==> config.mk <==
export PLATFORM = sky130hd
export DESIGN_NAME = bch15_enc
export DESIGN_NICKNAME = d
export VERILOG_FILES = /design/src/rtl/bch15_pkg.sv /design/src/rtl/bch15_seq.sv /design/src/rtl/bch15_divider.sv /design/src/rtl/bch15_outreg.sv /design/src/rtl/bch15_enc.sv
export SDC_FILE = /design/constraint.sdc
export NUM_CORES = 1
export LEC_CHECK = 0
export CORE_MARGIN = 2
export CORE_UTILIZATION = 30
export DETAILED_ROUTE_END_ITERATION = 10
export DONT_BUFFER_PORTS = 1
export SLEW_MARGIN = 20
export SYNTH_ARGS = -nofsm -noshare
export SYNTH_HDL_FRONTEND = slang
export SYNTH_SLANG_ARGS = --single-unit
==> constraint.sdc <==
create_clock -name clk -period 1.7 [get_ports clk]
set_input_delay 0.51 -clock clk [delete_from_list [all_inputs] [get_ports clk]]
set_output_delay 0.51 -clock clk [all_outputs]
set_load 0.01 [all_outputs]
==> src/rtl/bch15_pkg.sv <==
package bch15_pkg;
  localparam int CW_LEN = 15;

  // message length for a given error-correcting capability
  function automatic int msg_len(input int t);
    case (t)
      1: msg_len = 11;
      3: msg_len = 5;
      default: msg_len = 7;
    endcase
  endfunction

  // generator polynomial without its leading term, bit i = coefficient of x^i
  function automatic logic [9:0] gen_low(input int t);
    case (t)
      1: gen_low = 10'h003;
      3: gen_low = 10'h137;
      default: gen_low = 10'h0D1;
    endcase
  endfunction
endpackage

==> src/rtl/bch15_seq.sv <==
module bch15_seq #(
  parameter int N  = 15,
  parameter int K  = 7,
  parameter int PW = 4
) (
  input  logic clk,
  input  logic rst,
  input  logic start,
  output logic accept,
  output logic live,
  output logic msg_phase
);
  localparam logic [PW-1:0] LAST = PW'(N - 1);
  localparam logic [PW-1:0] KPOS = PW'(K);

  logic          busy_q;
  logic [PW-1:0] pos_q;
  logic [PW-1:0] cur_pos;

  assign accept    = start & ~busy_q;
  assign live      = accept | busy_q;
  assign cur_pos   = accept ? '0 : pos_q;
  assign msg_phase = live & (cur_pos < KPOS);

  always_ff @(posedge clk) begin
    if (rst) begin
      busy_q <= 1'b0;
      pos_q  <= '0;
    end else if (live) begin
      if (cur_pos == LAST) begin
        busy_q <= 1'b0;
        pos_q  <= '0;
      end else begin
        busy_q <= 1'b1;
        pos_q  <= cur_pos + 1'b1;
      end
    end
  end
endmodule

==> src/rtl/bch15_divider.sv <==
module bch15_divider #(
  parameter int R = 8,
  parameter logic [R-1:0] GLOW = '0
) (
  input  logic clk,
  input  logic rst,
  input  logic clear,
  input  logic live,
  input  logic msg_phase,
  input  logic din,
  output logic par_bit
);
  logic [R-1:0] rem_q;
  logic [R-1:0] base;
  logic [R-1:0] shifted;
  logic [R-1:0] rem_d;
  logic         fb;

  assign base    = clear ? '0 : rem_q;
  assign shifted = {base[R-2:0], 1'b0};
  assign fb      = din ^ base[R-1];
  assign par_bit = base[R-1];

  always_comb begin
    if (msg_phase && fb) rem_d = shifted ^ GLOW;
    else                 rem_d = shifted;
  end

  always_ff @(posedge clk) begin
    if (rst)       rem_q <= '0;
    else if (live) rem_q <= rem_d;
  end
endmodule

==> src/rtl/bch15_outreg.sv <==
module bch15_outreg (
  input  logic clk,
  input  logic rst,
  input  logic live,
  input  logic msg_phase,
  input  logic din,
  input  logic par_bit,
  output logic dout,
  output logic dout_valid
);
  always_ff @(posedge clk) begin
    if (rst) begin
      dout       <= 1'b0;
      dout_valid <= 1'b0;
    end else begin
      dout       <= live & (msg_phase ? din : par_bit);
      dout_valid <= live;
    end
  end
endmodule

==> src/rtl/bch15_enc.sv <==
module bch15_enc #(
  parameter int T_CORR = 2
) (
  input  logic clk,
  input  logic rst,
  input  logic start,
  input  logic din,
  output logic dout,
  output logic dout_valid
);
  localparam int N  = bch15_pkg::CW_LEN;
  localparam int K  = bch15_pkg::msg_len(T_CORR);
  localparam int R  = N - K;
  localparam int PW = $clog2(N);
  localparam logic [R-1:0] GLOW = R'(bch15_pkg::gen_low(T_CORR));

  logic accept, live, msg_phase, par_bit;

  bch15_seq #(.N(N), .K(K), .PW(PW)) u_seq (
    .clk(clk), .rst(rst), .start(start),
    .accept(accept), .live(live), .msg_phase(msg_phase)
  );

  bch15_divider #(.R(R), .GLOW(GLOW)) u_div (
    .clk(clk), .rst(rst), .clear(accept), .live(live),
    .msg_phase(msg_phase), .din(din), .par_bit(par_bit)
  );

  bch15_outreg u_out (
    .clk(clk), .rst(rst), .live(live), .msg_phase(msg_phase),
    .din(din), .par_bit(par_bit), .dout(dout), .dout_valid(dout_valid)
  );
endmodule

# --- Word-level counts from Yosys, hierarchy flattened ---
# Cells that the tools add are included.
classes:
  n_reduce_logical: 1
  n_addsub: 1
  order_cmp: 1
  eq_ne: 1
  n_bitwise: 7
  muxes: 6
op_table:
  columns: ["op", "count"]
  rows:
  - ["$mux 8", 2]
  - ["$mux 4", 2]
  - ["$add 4x1->4 const B", 1]
  - ["$eq 4x4->1 const B", 1]
  - ["$lt 4x3->1 const B", 1]
  - ["$not 4->4", 1]
  - ["$and 1x1->1", 3]
  - ["$mux 1", 2]
  - ["$logic_and 1x1->1", 1]
  - ["$not 1->1", 1]
  - ["$or 1x1->1", 1]
  - ["$xor 1x1->1", 1]
word_totals:
  input_bits: 4
  reg_bits: 15
  out_inout_bits: 2
  word_cells: 22

# --- Depth between registers and ports, before layout ---
logic_depth:
  word_depth: 7
  ltp_mapped: 6
  ltp_nobuf: 4

# --- By module ---
# From an unflattened synthesis, not the netlist that was laid out.
hier_totals:
  cells_unflattened: 91
  hier_area_um2: 747.0
by_module_without_submodules:
  columns: ["mod", "n_inst", "cells_per_inst", "seq_area_each_um2", "area_per_inst_um2"]
  rows:
  - ["bch15_divider", 1, 52, 160.2, 427.9]
  - ["bch15_seq", 1, 34, 100.1, 254.0]
  - ["bch15_outreg", 1, 5, 40.0, 65.1]

# --- Worst setup path before layout ---
# OpenSTA, ideal clock, no wires.
synth_path:
  path_kind: "input port to flip-flop"
  from: "input port din"
  to: "register u_div.rem_q[4]"
  setup_time_ns: 0.086
  stages: 5
  path_slack_ns: 0.385
  t_required_ns: 1.614
  path_buffers: 1
  arrival_ns: 1.229
  path_cell_list: "xor2_1 > and3b_1 > buf_6 > xnor2_1 > a211oi_1"
synth_between:
  elab_chain_len: 3
synth_lines:
  columns: ["element", "line_no", "source"]
  rows:
  - ["start, declared", "bch15_enc.sv:7", "input logic din,"]
  - ["$xor 1x1->1", "bch15_divider.sv:21", "assign fb = din ^ base[R-1];"]
  - ["$logic_and 1x1->1", "bch15_divider.sv:25", "if (msg_phase && fb) rem_d = shifted ^ GLOW;"]
  - ["$mux 8", "bch15_divider.sv:25", null]
  - ["end signal, assigned", "bch15_divider.sv:31", "else if (live) rem_q <= rem_d;"]
  - ["end, declared", "bch15_divider.sv:13", "logic [R-1:0] rem_q;"]
# Every way passes these cells.
# A chain may end at the register's enable or synchronous reset.

# --- Worst setup path in the final report ---
layout_path:
  from: "register u_seq.pos_q[2]"
  to: "register u_div.rem_q[6]"
layout_between:
  elab_chain_len: 5
layout_lines:
  columns: ["element", "line_no", "source"]
  rows:
  - ["start, declared", "bch15_seq.sv:17", "logic [PW-1:0] pos_q;"]
  - ["start signal, assigned", "bch15_seq.sv:35", "pos_q <= cur_pos + 1'b1;"]
  - ["$mux 4", "bch15_seq.sv:22", "assign cur_pos = accept ? '0 : pos_q;"]
  - ["$lt 4x3->1", "bch15_seq.sv:23", "assign msg_phase = live & (cur_pos < KPOS);"]
  - ["$and 1x1->1", "bch15_seq.sv:23", null]
  - ["$logic_and 1x1->1", "bch15_divider.sv:25", null]
  - ["$mux 8", "bch15_divider.sv:25", null]
# Every way passes these cells.

==> qor.yml <==
synthTopCellsByCount: "dfxtp_1 (15), nor2_1 (15), a21oi_1 (10)"
initial_core_util_pct: 31.8
numCtsBuffers: 3
grt_util_met2_pct: 20.4
cts_tree: "built"
place_congestion: 0.727
crit-reg2reg-launch: "u_seq.pos_q[2]"
cts_setup_buffers: 0
rsz0062_at_grt: "no"
finalWirelength_um: 1520
ys.flop_type: "dfxtp_1"
rows: 17
holdBufCountCts: 0
period_minus_slack_ps: 1310
crit_fanout: 8
relSlewSlack_pct: 78.1
drv_cap: 0
power_density_nw_per_um2: 926
syn_area_um2: 703
startpoint: "u_seq.pos_q[2]"
busiest_layer: "met2"
finClkSkew_ps: 1.65
die_h_um: 52.4
fin_nets: 89
grt-ovfl-total: 0
clock_path_buffers: 2
area_growth_pct: 4.98
diodes: 0
postRouteAntennaNets: 0
finalSetupViolCount: 0
critPathCaptureType: "flip-flop"
seq_area_frac_synth_pct: 42.7
ys_warn_count: 0
tns_ps: 0
fmax_mhz: 766
first_pass_iters: 4
r2r-end: "u_div.rem_q[6]"
endpoint: "u_div.rem_q[6]"
outcome: "complete, no violations"
io_pins: 6
worstPathArrival_ps: 1510
vias: 599
synth_cells: 86
core_area_um2: 2210
synthTopCellsByArea: "dfxtp_1 (43%), a211oi_1 (8.5%), nor2_1 (8.0%)"
grt_pass1_wl_um: 2570
drive_above_1_share_pct: 9.52
clock-sinks: 15
dp_hpwl_um: 1040
power_leakage_nw: 0.291
clk-insertion-delay-late_ps: 280
port_buffers: 0
drc: 0
tightest_slew_ps: 329
synth_top_cell_by_area: "dfxtp_1"
first_global_vias: 581
whs_ps: 281
synth_top_area_share_pct: 42.7
hold_viol_final: 0
die_w_um: 52.4
die_area_um2: 2750
rr_worst_depth: 4
post_cts_resized: 0
clkTransAtPathRegs_ps: 90
r2r_slack_ps: 390
grt_max_degree: 15
syn_area_per_cell_um2: 8.18
ir_drop_mv: 0.379
root_buffer: "clkbuf_4"
start_kind: "flip-flop"
grt_use_met3_pct: 3.43
drt_iter0_drc: 14
wl_per_cell_um: 13.5
ys_async_sr_fraction_pct: 0
htreeDepth: 1
grt_usage_pct: 12.8
synth_cell_types: 23
holdCritPathClass: "input pin to flip-flop"
synth-edff-count: 0
crit_required_ps: 1900
design_area_um2: 738
met1_usage_pct: 15.8
placed_area_um2: 712
synth-seq-cells: 15
worstSetupPathType: "flip-flop to flip-flop"
antenna_found_initial: 0
synth_nets: 90
maxSlewViolCount: 0
via_per_inst: 5.35
fin_crit_sh_pct: 76.8
## layout by cell type, fill, tap and decap left out, drive strengths merged
cell / synthesis / routed
a211oi: 8 / 8
a21boi: 1 / 1
a21oi: 10 / 10
a311oi: 1 / 1
a31oi: 1 / 1
and2: 1 / 1
and3: 5 / 5
and3b: 1 / 1
and4b: 1 / 1
buf: 4 / 2
clkbuf: 4 / 4
dfxtp: 15 / 15
inv: 3 / 3
mux2i: 1 / 1
nand2: 3 / 3
nand3: 4 / 4
nor2: 15 / 15
o21ai: 3 / 3
o221a: 1 / 1
o31a: 1 / 1
xnor2: 2 / 2
xor2: 1 / 1
## final cells by class
type / instances / area (um^2)
timing repair buffer: 2 / 15.0
inverter: 3 / 11.3
multi-input combinational: 60 / 350
tap: 28 / 35.0
sequential: 15 / 300
fill: 242 / 1470
clock buffer: 4 / 26.3
## metrics by stage
step / util (%) / worst slack (ps) / std cells / total power, W
3_5_place_dp: 32.2 / 321 / 108 / 0.000482
6_report: 33.4 / 394 / 112 / 0.000683
3_3_place_gp: 32.2 / 369 / 108 / 0.000479
2_1_floorplan: - / 385 / 86 / 0.000476
5_1_grt: 33.4 / 256 / 112 / 0.000725
4_1_cts: 33.4 / 392 / 112 / 0.000685
## cells by family after synthesis
family                    share of synthesized area, %
muxes                                             1.42
DFF                                               42.7
xor gates and xnor gates                          3.74
and+or+nand+nor                                   20.8
buffers and inverters                             7.47
AOI/OAI and AO/OA                                 23.8
## how the worst min path moves through the flow
stage	start	to	slack, ps	cells after the start
CTS	rst	u_seq.pos_q[3]	270	1
global route	rst	u_seq.pos_q[3]	260	1
floorplan	u_div.rem_q[0]	u_div.rem_q[0]	430	2
finish	rst	u_seq.pos_q[3]	280	1
detailed placement	u_div.rem_q[0]	u_div.rem_q[0]	460	2
global placement	u_div.rem_q[0]	u_div.rem_q[0]	460	2
## where the power goes
| part | switching [W] | internal [W] |
|---|---|---|
| combinational | 0.0000430 | 0.0000358 |
| sequential | 0.0000231 | 0.000373 |
| clock | 0.000118 | 0.0000912 |
## per-layer routing
layer | up-vias | share of wire (%) | wire length, um
met1 | 290 | 52 | 785
li1 | 299 | - | -
met4 | 0 | 1.8 | 28
met3 | 4 | 2.0 | 31
met2 | 6 | 44 | 672
met5 | - | 0 | 0
## flip-flops by register name (all words and copies together), names as in the netlist
signal,cells
u_div.rem_q,8
u_out.dout,1
u_out.dout_valid,1
u_seq.pos_q,4
u_seq.busy_q,1
## critical path, cell delays in order, from the launching register on
cell      delay, ps
dfxtp_1         460
nand3_1         140
and3b_1         250
xnor2_1         140
a211oi_1        230
Note: power is estimated with default switching activity, not from simulation.
